`config.mk`:
```
export PLATFORM = sky130hd
export DESIGN_NAME = dual_integ_seq
export DESIGN_NICKNAME = d
export VERILOG_FILES = /design/src/rtl/dis_pkg.sv /design/src/rtl/dis_win_timer.sv /design/src/rtl/dis_chan_acc.sv /design/src/rtl/dis_rd_port.sv /design/src/rtl/dual_integ_seq.sv
export SDC_FILE = /design/constraint.sdc
export NUM_CORES = 1
export LEC_CHECK = 0
export ABC_CLOCK_PERIOD_IN_PS = 4950
export BUFFER_PORTS_ARGS = -buffer_cell sky130_fd_sc_hd__buf_2
export CORE_UTILIZATION = 52
export CTS_CLUSTER_SIZE = 20
export DETAILED_ROUTE_END_ITERATION = 8
export PLACE_DENSITY = 0.69
export SYNTH_ARGS = -nofsm -noshare
export SYNTH_HDL_FRONTEND = slang
export SYNTH_SLANG_ARGS = --single-unit
```
`constraint.sdc`:
```
create_clock -name clk -period 4.95 [get_ports clk]
set_input_delay 1.2375 -clock clk [delete_from_list [all_inputs] [get_ports clk]]
set_output_delay 1.2375 -clock clk [all_outputs]
set_load 0.02 [all_outputs]
```
`src/rtl/dis_pkg.sv`:
```
package dis_pkg;

  typedef enum logic [1:0] {
    SEL_C0_LO = 2'd0,
    SEL_C0_HI = 2'd1,
    SEL_C1_LO = 2'd2,
    SEL_C1_HI = 2'd3
  } rd_sel_e;

  // add a single event to a count, clamping at the given ceiling
  function automatic logic [31:0] sat_inc(input logic [31:0] cur, input logic ev,
                                          input logic [31:0] ceil);
    if (!ev || cur >= ceil) return cur;
    return cur + 32'd1;
  endfunction

  // a programmed length of zero behaves as a single-cycle window
  function automatic logic [31:0] eff_len(input logic [31:0] raw);
    return (raw == 32'd0) ? 32'd1 : raw;
  endfunction

endpackage

```
`src/rtl/dis_win_timer.sv`:
```
module dis_win_timer #(
  parameter int LEN_W = 20
) (
  input  logic             clk,
  input  logic             rst_n,
  input  logic             enable,
  input  logic [LEN_W-1:0] len_in,
  output logic             win_end,
  output logic             xfer_done,
  output logic [LEN_W-1:0] cnt_q,
  output logic [LEN_W-1:0] len_q
);
  import dis_pkg::*;

  logic [LEN_W-1:0] len_next;

  assign len_next = LEN_W'(eff_len(32'(len_in)));
  assign win_end  = enable && (cnt_q == len_q - LEN_W'(1));

  always_ff @(posedge clk) begin
    if (!rst_n) begin
      cnt_q     <= '0;
      len_q     <= LEN_W'(1);
      xfer_done <= 1'b0;
    end else if (!enable) begin
      cnt_q     <= '0;
      len_q     <= len_next;
      xfer_done <= 1'b0;
    end else begin
      xfer_done <= win_end;
      if (win_end) begin
        cnt_q <= '0;
        len_q <= len_next;
      end else begin
        cnt_q <= cnt_q + LEN_W'(1);
      end
    end
  end
endmodule

```
`src/rtl/dis_chan_acc.sv`:
```
module dis_chan_acc #(
  parameter int ACC_W = 16
) (
  input  logic             clk,
  input  logic             rst_n,
  input  logic             enable,
  input  logic             pulse,
  input  logic             win_end,
  output logic [ACC_W-1:0] acc_q,
  output logic [ACC_W-1:0] data_q
);
  import dis_pkg::*;

  localparam logic [ACC_W-1:0] CEIL = {ACC_W{1'b1}};

  logic [ACC_W-1:0] sum;

  assign sum = ACC_W'(sat_inc(32'(acc_q), pulse, 32'(CEIL)));

  always_ff @(posedge clk) begin
    if (!rst_n) begin
      acc_q  <= '0;
      data_q <= '0;
    end else if (!enable) begin
      acc_q  <= '0;
    end else if (win_end) begin
      data_q <= sum;
      acc_q  <= '0;
    end else begin
      acc_q  <= sum;
    end
  end
endmodule

```
`src/rtl/dis_rd_port.sv`:
```
module dis_rd_port #(
  parameter int BYTE_W = 8,
  parameter int NCH    = 2,
  parameter int ACC_W  = 2 * BYTE_W
) (
  input  logic                      clk,
  input  logic                      rst_n,
  input  logic [NCH-1:0][ACC_W-1:0] data_q,
  input  logic                      rd_en,
  input  logic [1:0]                rd_addr,
  output logic [BYTE_W-1:0]         rd_data
);
  import dis_pkg::*;

  logic [NCH-1:0][BYTE_W-1:0] hold_q;
  rd_sel_e sel;

  assign sel = rd_sel_e'(rd_addr);

  for (genvar c = 0; c < NCH; c++) begin : g_hold
    always_ff @(posedge clk) begin
      if (!rst_n)
        hold_q[c] <= '0;
      else if (rd_en && !rd_addr[0] && (int'(rd_addr[1]) == c))
        hold_q[c] <= data_q[c][ACC_W-1:BYTE_W];
    end
  end

  always_comb begin
    case (sel)
      SEL_C0_LO: rd_data = data_q[0][BYTE_W-1:0];
      SEL_C0_HI: rd_data = hold_q[0];
      SEL_C1_LO: rd_data = data_q[1][BYTE_W-1:0];
      default:   rd_data = hold_q[1];
    endcase
  end
endmodule

```
`src/rtl/dual_integ_seq.sv`:
```
module dual_integ_seq #(
  parameter int BYTE_W = 8,
  parameter int LEN_W  = 20
) (
  input  logic              clk,
  input  logic              rst_n,
  input  logic              enable,
  input  logic              pulse_ch0,
  input  logic              pulse_ch1,
  input  logic [LEN_W-1:0]  integ_len,
  input  logic              rd_en,
  input  logic [1:0]        rd_addr,
  output logic [BYTE_W-1:0] rd_data,
  output logic              xfer_done
);
  localparam int ACC_W = 2 * BYTE_W;
  localparam int NCH   = 2;

  logic                      win_end;
  logic [LEN_W-1:0]          cnt_q;
  logic [LEN_W-1:0]          len_q;
  logic [NCH-1:0]            pulse_v;
  logic [NCH-1:0][ACC_W-1:0] acc_q;
  logic [NCH-1:0][ACC_W-1:0] data_q;

  assign pulse_v = {pulse_ch1, pulse_ch0};

  dis_win_timer #(.LEN_W(LEN_W)) u_timer (
    .clk       (clk),
    .rst_n     (rst_n),
    .enable    (enable),
    .len_in    (integ_len),
    .win_end   (win_end),
    .xfer_done (xfer_done),
    .cnt_q     (cnt_q),
    .len_q     (len_q)
  );

  for (genvar c = 0; c < NCH; c++) begin : g_ch
    dis_chan_acc #(.ACC_W(ACC_W)) u_acc (
      .clk     (clk),
      .rst_n   (rst_n),
      .enable  (enable),
      .pulse   (pulse_v[c]),
      .win_end (win_end),
      .acc_q   (acc_q[c]),
      .data_q  (data_q[c])
    );
  end

  dis_rd_port #(.BYTE_W(BYTE_W), .NCH(NCH), .ACC_W(ACC_W)) u_rd (
    .clk     (clk),
    .rst_n   (rst_n),
    .data_q  (data_q),
    .rd_en   (rd_en),
    .rd_addr (rd_addr),
    .rd_data (rd_data)
  );
endmodule

```
==> run_results.csv <==
group,metric,value,unit
sta,slew_viol_final,0,
flow_run,cap_viol_max_count,0,
cts,cts_max_path_buffers,2,
synthesis,synth_top_area_cell,"dfxtp_1",
sta,fmaxAchievable,244.9,MHz
synthesis,syn_avg_cell_area,8.945,µm²
worst_setup_path,r2r_start,"u_timer.len_q[0]$_SDFFE_PN1P_",
sta,rsz0062_at_grt,"no",
cells_and_area,synthToLayoutAreaGrowth,12.81,%
cells_and_area,diodes,0,
cts,clkTransAtPathRegs,0.05,ns
synthesis,netlist.area_leader.share,39.88,%
detailed_routing,route.detailed.drc,0,
worst_setup_path,cp_max_fo,41,
worst_setup_path,critPathKind,"flip-flop to flip-flop",
detailed_routing,wl_per_cell,16.17,µm
detailed_routing,routed_wl,13650,µm
cts,ctsResizeCount,0,
pwr,finalPower,2.364,mW
status,status,"completed",
cts,holdBufCountCts,0,
grt,grt_usage,24.54,%
synthesis,synth-seq-cells,121,
grt,antenna_found_initial,0,
synthesis,synth_area,6073,µm²
worst_setup_path,r2r_cells,11,
hold_path,holdCritStartpoint,"g_ch[1].u_acc.data_q[13]$_SDFFE_PN0P_",
placed_design,dp_hpwl,9346,µm
floorplanning,fp.dieW,110.1,µm
sta,setup_violations,0,
synthesis,synth-edff-count,0,
floorplanning,initial_core_util,53.19,%
cells_and_area,finish.utilization,60.00,%
detailed_routing,drt-initial-drc-count,452,
sta,finalClockSkew,0.008663,ns
floorplanning,dieArea,12120,µm²
floorplanning,coreArea,11420,µm²
detailed_routing,drtAntennaViolNets,0,
sta,min_period,4.084,ns
detailed_routing,vias,4904,
synthesis,ys_types,58,
cts,root_buffer,"clkbuf_16",
cts,cts_buffers,17,
sta,worst_pin_slew,1.235,ns
hold_path,hold_path.class,"flip-flop to flip-flop",
grt,grt_first_pass_wirelength,22610,µm
placed_design,io_buffers,36,
detailed_routing,first_pass_iters,5,
synthesis,yosysWarnings,0,
cts,cts_tree,"yes",
synthesis,synth_area_leaders,"dfxtp_1 40%, mux2i_1 6.3%, xnor2_1 5.2%, xor2_1 4.8%, nand4_1 4.1%",
detailed_routing,via_per_inst,5.810,
worst_setup_path,setup.worst_path.end,"g_ch[1].u_acc.acc_q[12]$_SDFF_PP0_",
worst_setup_path,worstPathArrival,4.38,ns
placed_design,dp.cells,812,
synthesis,synth_fp_nets,711,
synthesis,synth_common_cells,"121 x dfxtp_1, 59 x nand2_1, 59 x nor2_1",
worst_setup_path,r2r_end,"g_ch[1].u_acc.acc_q[12]$_SDFF_PP0_",
synthesis,synth-async-reset-ratio,0,%
synthesis,synth_flop_cell,"dfxtp_1",
cells_and_area,instances_no_fill,844,
sta,tns,0,ns
synthesis,syn_inst,679,
pwr,power.leakage,2.555,nW
sta,fin_crit_sh,82.50,%
worst_setup_path,worst-r2r-setup-slack,0.87,ns
placed_design,gp_congestion,0.8777,
worst_setup_path,crit_start,"u_timer.len_q[0]$_SDFFE_PN1P_",
cells_and_area,drive_gt1_share,12.84,%
synthesis,yosysSeqAreaShare,39.88,%
synthesis,synth.most_common_cell,"dfxtp_1",
floorplanning,die_h,110.1,µm
pwr,p_per_area,345.1,nW/µm²
worst_setup_path,required,5.25,ns
floorplanning,num_rows,39,
worst_setup_path,worstSetupStartpointType,"flip-flop",
cells_and_area,layout.nets,720,
floorplanning,io_pins,37,
cts,htreeDepth,4,
pwr,peakVddDrop,0.0004967,V
cts,clkLatencyLatePin,0.41,ns
sta,relSlewSlack,17.60,%
cts,postCtsSetupRepairBufs,0,
grt,first_global_vias,4673,
worst_setup_path,end_kind,"flip-flop",
cts,cts.sink_count,121,
sta,hold_violations,0,
grt,grt_max_degree,48,
grt,grt_overflow_total,0,
[cell type report]
class / instances / area (µm²)
Tap cell: 143 / 178.9
Fill cell: 973 / 4567
Clock buffer: 22 / 474.2
Clock inverter: 10 / 92.59
Multi-Input combinational cell: 496 / 3405
Inverter: 9 / 33.78
Sequential cell: 121 / 2422
Timing Repair Buffer: 43 / 245.2
[state kept, by name (all words and copies together), names as in the netlist]
register	cells
g_ch.u_acc.acc_q	32
g_ch.u_acc.data_q	32
u_timer.cnt_q	20
u_timer.len_q	20
u_rd.hold_q	16
u_timer.xfer_done	1
[kinds of logic (layout without fill, tap and decap cells)]
logic type | Yosys count | count (layout) | share of synthesized area (%)
muxes | 47 | 47 | 9.415
buffers and inverters | 62 | 84 | 4.367
adders and majority gates | 4 | 4 | 0.8241
and+or+nand+nor | 278 | 278 | 24.10
DFF | 121 | 121 | 39.88
xor gates and xnor gates | 69 | 69 | 9.951
AOI/OAI and AO/OA | 98 | 98 | 11.45
[where the power goes]
part / switching [mW] / leakage (nW) / total [mW] / internal [mW]
Clock: 0.437 / 0.269 / 1.16 / 0.728
Sequential: 0.0212 / 0.979 / 1.01 / 0.988
Combinational: 0.125 / 1.31 / 0.190 / 0.0650
[how the worst min path moves through the flow]
| stage | end | cells past startpoint | slack [ns] |
|---|---|---|---|
| 2_1_floorplan | g_ch[1].u_acc.data_q[7]$_SDFFE_PN0P_ | 2 | 0.45 |
| 6_report | g_ch[1].u_acc.data_q[13]$_SDFFE_PN0P_ | 2 | 0.47 |
| 3_3_place_gp | g_ch[1].u_acc.data_q[7]$_SDFFE_PN0P_ | 2 | 0.46 |
| 3_5_place_dp | g_ch[1].u_acc.data_q[13]$_SDFFE_PN0P_ | 2 | 0.46 |
| 4_1_cts | g_ch[1].u_acc.data_q[13]$_SDFFE_PN0P_ | 2 | 0.47 |
| 5_1_grt | g_ch[0].u_acc.data_q[1]$_SDFFE_PN0P_ | 2 | 0.49 |
[worst max-delay path, stage by stage (launching register included)]
cell	delay, ns
dfxtp_1	0.35
inv_1	0.07
ha_1	0.28
or4b_1	0.56
or4_1	0.53
o211a_1	0.15
o31ai_1	0.29
or4b_1	0.49
buf_4	0.29
o211ai_4	0.61
buf_12	0.27
nor2b_1	0.08
[placed cells by master, fill, tap and decap left out, types with 26 or more instances in the layout]
master	Yosys	routed
xnor2_1	36	36
nand2_1	59	59
nor2b_1	26	26
a21oi_1	28	27
nor2_1	59	59
o31ai_1	28	28
xor2_1	33	33
mux2i_1	38	38
dfxtp_1	121	121
buf_2	5	36
nand4_1	40	40
[metrics by stage]
stage / instance area [µm²] / setup WS, ns / hold slack [ns]
after floorplan: 6073 / 1.384 / 0.4451
after global placement: 6285 / 1.074 / 0.4572
after detailed placement: 6285 / 0.9581 / 0.4627
after CTS: 6852 / 0.9043 / 0.4704
after global routing: 6852 / 0.6889 / 0.4947
final: 6852 / 0.8660 / 0.4695
[routing by layer]
layer	up-vias	share of wire [%]	track usage, %	wire length [µm]
met2	117	49	41.56	6696
li1	2456	-	-	-
met3	22	4.1	6.349	557
met4	0	1.8	8.476	244
met5	-	0	0	0
met1	2309	45	30.09	6151
Note: power is estimated with default switching activity, not from simulation.
